--- config.mk ---
export PLATFORM = sky130hd
export DESIGN_NAME = slot_pick_top
export DESIGN_NICKNAME = d
export VERILOG_FILES = /design/src/rtl/slot_pick_pkg.sv /design/src/rtl/slot_entry_decode.sv /design/src/rtl/slot_pick_ctl.sv /design/src/rtl/slot_pick_datapath.sv /design/src/rtl/slot_pick_top.sv
export SDC_FILE = /design/constraint.sdc
export NUM_CORES = 1
export LEC_CHECK = 0
export ABC_CLOCK_PERIOD_IN_PS = 2500
export BUFFER_PORTS_ARGS = -buffer_cell sky130_fd_sc_hd__buf_2
export CAP_MARGIN = 20
export CORE_UTILIZATION = 37
export CTS_BUF_LIST = sky130_fd_sc_hd__clkbuf_8
export DETAILED_ROUTE_END_ITERATION = 6
export PLACE_DENSITY = 0.72
export SYNTH_ARGS = -nofsm -noshare
export SYNTH_HDL_FRONTEND = slang
export SYNTH_SLANG_ARGS = --single-unit
--- constraint.sdc ---
create_clock -name clk -period 2.5 [get_ports clk]
set_clock_uncertainty 0.2 [all_clocks]
set_input_delay 0.5 -clock clk [delete_from_list [all_inputs] [get_ports clk]]
set_output_delay 0.5 -clock clk [all_outputs]
set_load 0.05 [all_outputs]
--- src/rtl/slot_pick_pkg.sv ---
package slot_pick_pkg;
  localparam int MAC_W     = 48;
  localparam int TYPE_LO   = 60;
  localparam int UCLASS_LO = 62;
  localparam int GROUP_BIT = 40;

  typedef enum logic [1:0] {
    ET_EMPTY     = 2'd0,
    ET_ADDR      = 2'd1,
    ET_VLAN      = 2'd2,
    ET_VLAN_ADDR = 2'd3
  } slotType_t;

  typedef enum logic [1:0] {
    UC_PERSIST   = 2'd0,
    UC_UNTOUCHED = 2'd1,
    UC_OUI       = 2'd2,
    UC_TOUCHED   = 2'd3
  } uClass_t;

  typedef enum logic [1:0] {
    PK_NONE  = 2'd0,
    PK_MATCH = 2'd1,
    PK_EMPTY = 2'd2,
    PK_AGE   = 2'd3
  } pickKind_t;

  typedef struct packed {
    logic clearTrack;
    logic latchMac;
    logic evalEn;
    logic commit;
  } ctlStrobe_t;
endpackage

--- src/rtl/slot_entry_decode.sv ---
module slot_entry_decode
  import slot_pick_pkg::*;
#(
  parameter int ENTRY_W = 68
) (
  input  logic [ENTRY_W-1:0] entry,
  input  logic [MAC_W-1:0]   mac,
  output logic               isEmpty,
  output logic               isAgeable,
  output logic               addrHit
);
  slotType_t sType;
  uClass_t   uClass;
  logic      isAddr;
  logic      isGroup;

  always_comb begin
    sType     = slotType_t'(entry[TYPE_LO+1:TYPE_LO]);
    uClass    = uClass_t'(entry[UCLASS_LO+1:UCLASS_LO]);
    isGroup   = entry[GROUP_BIT];
    isAddr    = (sType == ET_ADDR) || (sType == ET_VLAN_ADDR);
    isEmpty   = (sType == ET_EMPTY);
    addrHit   = isAddr && (entry[MAC_W-1:0] == mac);
    isAgeable = isAddr && !isGroup &&
                ((uClass == UC_UNTOUCHED) || (uClass == UC_TOUCHED));
  end
endmodule

--- src/rtl/slot_pick_ctl.sv ---
module slot_pick_ctl
  import slot_pick_pkg::*;
#(
  parameter int NUM_ENTRIES = 32,
  parameter int IDX_W       = 5
) (
  input  logic             clk,
  input  logic             rst_n,
  input  logic             start,
  input  logic             addrHit,
  output logic             busy,
  output logic             rdEn,
  output logic [IDX_W-1:0] rdIdx,
  output logic [IDX_W-1:0] evalIdx,
  output logic             done,
  output ctlStrobe_t       strobe
);
  localparam logic [IDX_W-1:0] LAST_IDX = IDX_W'(NUM_ENTRIES - 1);

  typedef enum logic {ST_IDLE, ST_SCAN} state_t;

  state_t state;
  logic   evalPend;
  logic   accept;
  logic   finish;

  always_comb begin
    busy              = (state == ST_SCAN);
    accept            = (state == ST_IDLE) && start;
    finish            = busy && evalPend && (addrHit || (evalIdx == LAST_IDX));
    strobe.clearTrack = accept;
    strobe.latchMac   = accept;
    strobe.evalEn     = busy && evalPend;
    strobe.commit     = finish;
  end

  always_ff @(posedge clk) begin
    if (!rst_n) begin
      state    <= ST_IDLE;
      rdEn     <= 1'b0;
      rdIdx    <= '0;
      evalPend <= 1'b0;
      evalIdx  <= '0;
      done     <= 1'b0;
    end else begin
      done     <= 1'b0;
      evalPend <= rdEn;
      evalIdx  <= rdIdx;
      case (state)
        ST_IDLE: begin
          if (start) begin
            state <= ST_SCAN;
            rdEn  <= 1'b1;
            rdIdx <= '0;
          end
        end
        ST_SCAN: begin
          if (rdEn) begin
            if (rdIdx == LAST_IDX) rdEn <= 1'b0;
            else                   rdIdx <= rdIdx + 1'b1;
          end
          if (finish) begin
            state <= ST_IDLE;
            rdEn  <= 1'b0;
            done  <= 1'b1;
          end
        end
        default: state <= ST_IDLE;
      endcase
    end
  end
endmodule

--- src/rtl/slot_pick_datapath.sv ---
module slot_pick_datapath
  import slot_pick_pkg::*;
#(
  parameter int ENTRY_W = 68,
  parameter int IDX_W   = 5
) (
  input  logic               clk,
  input  logic               rst_n,
  input  ctlStrobe_t         strobe,
  input  logic [MAC_W-1:0]   macIn,
  input  logic [ENTRY_W-1:0] rdEntry,
  input  logic [IDX_W-1:0]   evalIdx,
  output logic               addrHit,
  output logic [IDX_W-1:0]   chosenIdx,
  output logic [1:0]         chosenKind,
  output logic               fail
);
  logic [MAC_W-1:0] macReg;
  logic             emptySeen, ageSeen;
  logic [IDX_W-1:0] emptyIdx, ageIdx;
  logic             curEmpty, curAgeable;
  logic             emptyAny, ageAny;
  logic [IDX_W-1:0] emptySel, ageSel;

  slot_entry_decode #(.ENTRY_W(ENTRY_W)) u_dec (
    .entry    (rdEntry),
    .mac      (macReg),
    .isEmpty  (curEmpty),
    .isAgeable(curAgeable),
    .addrHit  (addrHit)
  );

  always_comb begin
    emptyAny = emptySeen || (strobe.evalEn && curEmpty);
    emptySel = emptySeen ? emptyIdx : evalIdx;
    ageAny   = ageSeen || (strobe.evalEn && curAgeable);
    ageSel   = ageSeen ? ageIdx : evalIdx;
  end

  always_ff @(posedge clk) begin
    if (!rst_n) begin
      macReg     <= '0;
      emptySeen  <= 1'b0;
      emptyIdx   <= '0;
      ageSeen    <= 1'b0;
      ageIdx     <= '0;
      chosenIdx  <= '0;
      chosenKind <= PK_NONE;
      fail       <= 1'b0;
    end else begin
      if (strobe.latchMac) macReg <= macIn;
      if (strobe.clearTrack) begin
        emptySeen <= 1'b0;
        ageSeen   <= 1'b0;
      end else if (strobe.evalEn) begin
        if (curEmpty && !emptySeen) begin
          emptySeen <= 1'b1;
          emptyIdx  <= evalIdx;
        end
        if (curAgeable && !ageSeen) begin
          ageSeen <= 1'b1;
          ageIdx  <= evalIdx;
        end
      end
      if (strobe.commit) begin
        fail <= 1'b0;
        if (addrHit) begin
          chosenKind <= PK_MATCH;
          chosenIdx  <= evalIdx;
        end else if (emptyAny) begin
          chosenKind <= PK_EMPTY;
          chosenIdx  <= emptySel;
        end else if (ageAny) begin
          chosenKind <= PK_AGE;
          chosenIdx  <= ageSel;
        end else begin
          chosenKind <= PK_NONE;
          chosenIdx  <= '0;
          fail       <= 1'b1;
        end
      end
    end
  end
endmodule

--- src/rtl/slot_pick_top.sv ---
module slot_pick_top
  import slot_pick_pkg::*;
#(
  parameter int NUM_ENTRIES = 32,
  parameter int ENTRY_W     = 68
) (
  input  logic                           clk,
  input  logic                           rst_n,
  input  logic                           start,
  input  logic [47:0]                    macIn,
  input  logic [ENTRY_W-1:0]             rdEntry,
  output logic                           rdEn,
  output logic [$clog2(NUM_ENTRIES)-1:0] rdIdx,
  output logic                           done,
  output logic                           fail,
  output logic [$clog2(NUM_ENTRIES)-1:0] chosenIdx,
  output logic [1:0]                     chosenKind
);
  localparam int IDX_W = $clog2(NUM_ENTRIES);

  ctlStrobe_t       strobe;
  logic             addrHit;
  logic             busy;
  logic [IDX_W-1:0] evalIdx;

  slot_pick_ctl #(.NUM_ENTRIES(NUM_ENTRIES), .IDX_W(IDX_W)) u_ctl (
    .clk    (clk),
    .rst_n  (rst_n),
    .start  (start),
    .addrHit(addrHit),
    .busy   (busy),
    .rdEn   (rdEn),
    .rdIdx  (rdIdx),
    .evalIdx(evalIdx),
    .done   (done),
    .strobe (strobe)
  );

  slot_pick_datapath #(.ENTRY_W(ENTRY_W), .IDX_W(IDX_W)) u_dp (
    .clk       (clk),
    .rst_n     (rst_n),
    .strobe    (strobe),
    .macIn     (macIn),
    .rdEntry   (rdEntry),
    .evalIdx   (evalIdx),
    .addrHit   (addrHit),
    .chosenIdx (chosenIdx),
    .chosenKind(chosenKind),
    .fail      (fail)
  );
endmodule

# Word-level counts from Yosys, hierarchy flattened
# Index checks and enable logic that the tools add are counted.
[word_totals] register_bits=82 in_bits=119
[op_classes] n_addsub=1 eq_ne=10 n_mux=24 bitwise=3 reduce_logical=26
[ops] op="48-bit equality test" count=1
[ops] op="5-bit two-way mux" count=8
[ops] op="5-bit equality test (second input constant)" count=2
[ops] op="1-bit logical AND" count=10
[ops] op="1-bit two-way mux" count=10
[ops] op="5-bit case mux with 2 select lines" count=1
[ops] op="3-bit AND reduction" count=3
[ops] op="2-bit two-way mux" count=3
[ops] op="2-bit AND reduction" count=3
[ops] op="5-bit by 1-bit adder with 5-bit output (second input constant)" count=1
[ops] op="1-bit logical OR" count=5
[ops] op="2-bit by 1-bit equality test with 1-bit output (second input constant)" count=2
[ops] op="2-bit equality test (second input constant)" count=2
[ops] op="2-bit inequality test (second input constant)" count=2
[ops] op="1-bit case mux with 2 select lines" count=2
[ops] op="1-bit logical NOT" count=3
[ops] op="1-bit inverter" count=3
[ops] op="2-bit logical NOT" count=1
[ops] op="2-bit by 1-bit inequality test with 1-bit output (second input constant)" count=1
[ops] op="2-bit OR reduction" count=1

# Logic depth before layout (Yosys ltp)
[logic_depth] ltp_word=9 ltp_mapped=8 depth_no_buf=7

# By module
# Synthesis repeated with hierarchy kept, for this count alone.
[hier_totals] hier_cells=383 hier_area_um2=3797.4
[modules_own_cells] mod="slot_pick_datapath" n_inst=1 cells_each=259 area_per_inst_um2=2688.8 seq_area_each_um2=1361.3
[modules_own_cells] mod="slot_pick_ctl" n_inst=1 cells_each=57 area_per_inst_um2=560.5 seq_area_each_um2=280.3
[modules_own_cells] mod="slot_entry_decode" n_inst=1 cells_each=67 area_per_inst_um2=548.0 seq_area_each_um2=0.0

# Least setup slack after synthesis
# OpenSTA, ideal clock, no wires.
[synth_path] path_kind="in2reg" start="in rdEntry[47]" end="reg u_ctl.rdEn" arrival_time_ns=1.809 t_required_ns=2.185 path_slack_ns=0.376 path_stages=8 path_cell_list="xnor2_1 -> nand4_1 -> nor4_2 -> nand4_2 -> a21oi_2 -> buf_4 -> o22ai_1 -> and2_1"
[synth_between] elab_chain_cells=6
[synth_rtl] element="start, declared" line_no="slot_pick_top.sv:11" rtl="input logic [ENTRY_W-1:0] rdEntry,"
[synth_rtl] element="48-bit equality test" line_no="slot_entry_decode.sv:23" rtl="addrHit = isAddr && (entry[MAC_W-1:0] == mac);"
[synth_rtl] element="1-bit logical AND" line_no="slot_entry_decode.sv:23"
[synth_rtl] element="1-bit logical OR" line_no="slot_pick_ctl.sv:30" rtl="finish = busy && evalPend && (addrHit || (evalIdx == LAST_IDX));"
[synth_rtl] element="1-bit logical AND" line_no="slot_pick_ctl.sv:30"
[synth_rtl] element="1-bit two-way mux" line_no="slot_pick_ctl.sv:62" rtl="if (finish) begin"
[synth_rtl] element="1-bit case mux with 2 select lines" line_no="slot_pick_ctl.sv:49" rtl="case (state)"
[synth_rtl] element="end signal, assigned" line_no="slot_pick_ctl.sv:53" rtl="rdEn <= 1'b1;"
[synth_rtl] element="end signal, assigned" line_no="slot_pick_ctl.sv:59" rtl="if (rdIdx == LAST_IDX) rdEn <= 1'b0;"
[synth_rtl] element="end signal, assigned" line_no="slot_pick_ctl.sv:64" rtl="rdEn <= 1'b0;"
[synth_rtl] element="end, declared" line_no="slot_pick_ctl.sv:12" rtl="output logic rdEn,"
# Every way passes these cells.
# A chain may end at the register's enable or synchronous reset.

# Worst setup path in the final report
[layout_path] start="reg u_ctl.state, in the netlist u_ctl.busy" end="reg u_dp.chosenIdx[1]"
[layout_between] elab_chain_cells=6 word_cells_on_any_way=9
[layout_rtl] element="start, declared" line_no="slot_pick_ctl.sv:22" rtl="state_t state;"
[layout_rtl] element="start signal, assigned" line_no="slot_pick_ctl.sv:39" rtl="state <= ST_IDLE;"
[layout_rtl] element="start signal, assigned" line_no="slot_pick_ctl.sv:52" rtl="state <= ST_SCAN;"
[layout_rtl] element="start signal, assigned" line_no="slot_pick_ctl.sv:63" rtl="state <= ST_IDLE;"
[layout_rtl] element="1-bit logical AND (*)" line_no="slot_pick_ctl.sv:30, slot_pick_ctl.sv:33"
[layout_rtl] element="1-bit logical AND" line_no="slot_pick_datapath.sv:36" rtl="ageAny = ageSeen || (strobe.evalEn && curAgeable);"
[layout_rtl] element="1-bit logical OR" line_no="slot_pick_datapath.sv:36"
[layout_rtl] element="5-bit two-way mux" line_no="slot_pick_datapath.sv:73" rtl="end else if (ageAny) begin"
[layout_rtl] element="5-bit two-way mux" line_no="slot_pick_datapath.sv:70" rtl="end else if (emptyAny) begin"
[layout_rtl] element="5-bit two-way mux" line_no="slot_pick_datapath.sv:67" rtl="if (addrHit) begin"
[layout_rtl] element="end signal, assigned" line_no="slot_pick_datapath.sv:69" rtl="chosenIdx <= evalIdx;"
[layout_rtl] element="end signal, assigned" line_no="slot_pick_datapath.sv:72" rtl="chosenIdx <= emptySel;"
[layout_rtl] element="end signal, assigned" line_no="slot_pick_datapath.sv:75" rtl="chosenIdx <= ageSel;"
[layout_rtl] element="end, declared" line_no="slot_pick_datapath.sv:14" rtl="output logic [IDX_W-1:0] chosenIdx,"
# Mark *: on every way between the ends. The rest lies on a longest branch, timed or not.

==> reports/summary.md <==
The final standard cell utilization of the core is 0.479. The tools report the count of placed standard cells in the final layout, fillers left out as 690. The proportion of register bits with asynchronous set or reset after synthesis is 0. The count of antenna-violating nets left after detailed routing was 0. TritonCTS created 9 clock buffers. The run gives 0.818 as the placer congestion estimate. The flow ran to the end, and the final reports show no timing, DRC or antenna violations.

Post-route fraction of the period consumed by the critical path: 0.893. The tool flagged a number of max-cap violations equal to 0. The initial antenna violation count came out at 0. The synthesized netlist contains 37 unique library cells. Cell chosen for the clock root: clkbuf_8.

Broken down by cell family, the worst path's largest delay share belongs to simple AND/OR/NAND/NOR gates. After the last flow step, the layout net total stands at 674. A synthesized cell averages 8.50 µm². The run gives 4710 µm² as the summed area of non-filler cells in the final layout.

The tools report the total number of yosys warnings as 0. The number of buffers inserted by port buffering is 116. The tools report the number of cells in the design after placement as 675. TritonCTS built the clock tree. The run gives 2 as the number of buffers on the longest clock path. Pin placement for this block handled 134 I/O pins. For the all-layer global routing usage, the log shows 0.185. The count of vias placed by the detailed router was 3,260; the delay of the slowest critical-path stage was 0.48 ns. Proportion of layout cells with a drive suffix above 1: 0.266. From left edge to right edge, the die measures 103 µm.

The worst setup path is captured at a flop. After detailed routing, the average wire length per cell comes to 13.0 µm. The run gives 82 as the initial DRC count. The clock slew at the register clock pins of the worst setup and hold paths came out at 0.08 ns. The tools report the worst supply voltage drop on vdd as 0.362 mV. The initial cell density of the core came out at 0.385. The total setup buffers inserted after CTS was 0; the height of the die was 103 µm.

For the data arrival time at the worst-slack endpoint, the log shows 2.27 ns. Entering global routing, the biggest net connects 52 pins. Clock insertion delay at the later pin of the skew report: 0.34 ns.

The instance count along the most critical hold path came out at 3. At the worst endpoint, the required time is 2.54 ns. Synthesis inferred 82 register bits. The number of antenna repair diodes is 0. The area growth from synthesis to layout is 24.6%. The number of core rows came out at 36. In this design, the critical path's most frequently occurring cell is nand2_1. In the layout the commonest cells are 116 x nand2_1, 116 x buf_2, 82 x dfxtp_1. After clock tree synthesis, the flow added hold-fix buffers numbering 0. For this run, the top clock speed supported by timing is 0.448 GHz. The final count of pins violating max slew was 0; the number of H-tree levels was 3. The class of the tightest hold or removal check was input pin to flop.

After detailed routing, the number of remaining DRC violations is 0. The die covers 10,600 µm². For the wire length after detailed routing, the log shows 8940 µm.

For the via count of the first global-routing pass, the log shows 3,292. For the final routed database, the setup TNS stands at 0 ns. The cell area that synthesis handed to floorplanning was 3780 µm². The critical path is of the flop to flop type.

Hold timing on the final database bottoms out at a slack of 0.191 ns. The startpoint class of the critical path is a flop. The final-report hold violation count was 0; the post-detailed-route via-to-cell ratio was 4.72. In the synthesized netlist the dominant register cell turns out to be dfxtp_1. For the worst flop-to-flop path, the logic depth is 7.

The largest individual stage delay along the critical path comes from the cell or3_1. The synthesized design contains 0 enable-type register cells. In this run the power density over the cells is 584 nW/µm².

The overall overflow remaining after global route was 0; the cell count after synthesis was 444. Detailed placement ended at an HPWL of 6660 µm. After detailed placement, the total cell area comes to 4490 µm². The run gives 0.435 as the post-synthesis sequential area ratio. For the normalized max-slew margin, the log shows 0.631. The number of clock sinks is 82. The first global-routing pass estimated 14,900 µm of wire. The transition time of the tightest slew-check pin was 0.553 ns; the buffering stage count on the worst path with inverters included was 0. The logs give 0 for the post-cts sizing count and 4 for the number of iterations in the first detailed-routing pass. In this run the number of cells on the critical path is 7. The number of filler instances in the final layout is 960, and the area of the core region is 9820 µm². The clock period could shrink to 2.23 ns. In this run the static leakage power is 1.87 nW. The critical path goes through nand2_4, or3_1, nor2b_4, nand2_1, nand2_1, a221oi_1, nor2_1. The final setup violation count was 0; the top fanout value on the critical path was 11. Synthesis produced a netlist with a net count of 565. Setup repair after global routing left no endpoint under its margin.
-- metal layers --
metal  global-route usage  part of all wire  vias up
li1                     -                 -     1692
met1                0.215              0.45     1452
met2                0.306              0.46       99
met3               0.0705             0.076       17
met4               0.0791             0.021        0
met5                    0                 0        -
-- sequential cells by signal (all words and copies together) (netlist names) --
name             flops
u_ctl.rdIdx          5
u_ctl.evalPend       1
u_ctl.evalIdx        5
u_dp.chosenIdx       5
u_dp.fail            1
u_ctl.busy           1
u_dp.chosenKind      2
u_dp.emptySeen       1
u_dp.emptyIdx        5
u_ctl.done           1
u_dp.ageIdx          5
u_dp.ageSeen         1
u_dp.macReg         48
u_ctl.rdEn           1
-- path summary, 6_finish.rpt --
check,startpoint,endpoint,slack [ns]
worst min register to register,u_dp.macReg[35],u_dp.macReg[35],0.28
worst max-delay path,u_ctl.busy,u_dp.chosenIdx[1],0.27
worst max register to register,u_ctl.busy,u_dp.chosenIdx[1],0.27
worst min-delay path,macIn[29],u_dp.macReg[29],0.19
-- cell type report --
type	count	area [µm²]	share of cell area
timing repair buffer	123	658	0.140
sequential	82	1640	0.349
tap	133	166	0.0354
clock inverter	5	80.1	0.0170
inverter	6	22.5	0.00479
clock buffer	10	138	0.0292
multi-input combinational	331	2000	0.425
-- cells in the mapped netlist, types with 2 or more instances --
cell	instances	area, µm²
inv_1	6	22.5
nor4_2	3	37.5
buf_6	2	22.5
nand3_1	6	30.0
buf_2	2	10.0
o21ai_0	12	60.1
a21boi_0	56	420
mux2i_1	5	50.1
and2_1	10	62.6
nor2b_1	6	37.5
o211ai_1	5	37.5
and3_1	2	12.5
o22ai_1	2	12.5
xnor2_1	44	385
a221oi_1	5	43.8
xor2_1	6	52.6
dfxtp_1	82	1640
nand2b_1	2	12.5
a31oi_1	5	31.3
clkbuf_1	19	71.3
nand2_1	116	435
nand4_1	11	68.8
nor2_1	20	75.1
nor3_1	3	15.0
ha_1	2	25.0
-- worst min-delay path: cells and delay by family --
family	cells	cell delay, ns
buffers and inverters	1	0.09
AO/OA/AOI/OAI	1	0.06
AND/OR/NAND/NOR	1	0.04
-- through the flow --
step | power, mW | setup WS [ns]
after global placement | 1.73 | 0.0682
after detailed placement | 1.74 | 0.0580
after CTS | 2.79 | 0.296
after global routing | 2.90 | 0.0588
final | 2.75 | 0.267
after floorplan | 1.60 | 0.376
-- power breakdown --
group / switching (mW) / internal, mW
registers: 0.0352 / 1.35
clock network: 0.463 / 0.583
logic: 0.154 / 0.162
-- cells by family (layout without fill, tap and decap cells) --
family | Yosys count | count (layout) | share of synthesized area
flip-flops | 82 | 82 | 0.435
buffers and inverters | 31 | 144 | 0.0364
AO/OA/AOI/OAI | 87 | 87 | 0.166
AND/OR/NAND/NOR | 187 | 187 | 0.227
multiplexers | 5 | 5 | 0.0133
adder cells (fa/ha/maj) | 2 | 2 | 0.00663
XOR/XNOR | 50 | 50 | 0.116
No activity file was read; power rests on OpenSTA's default activity.
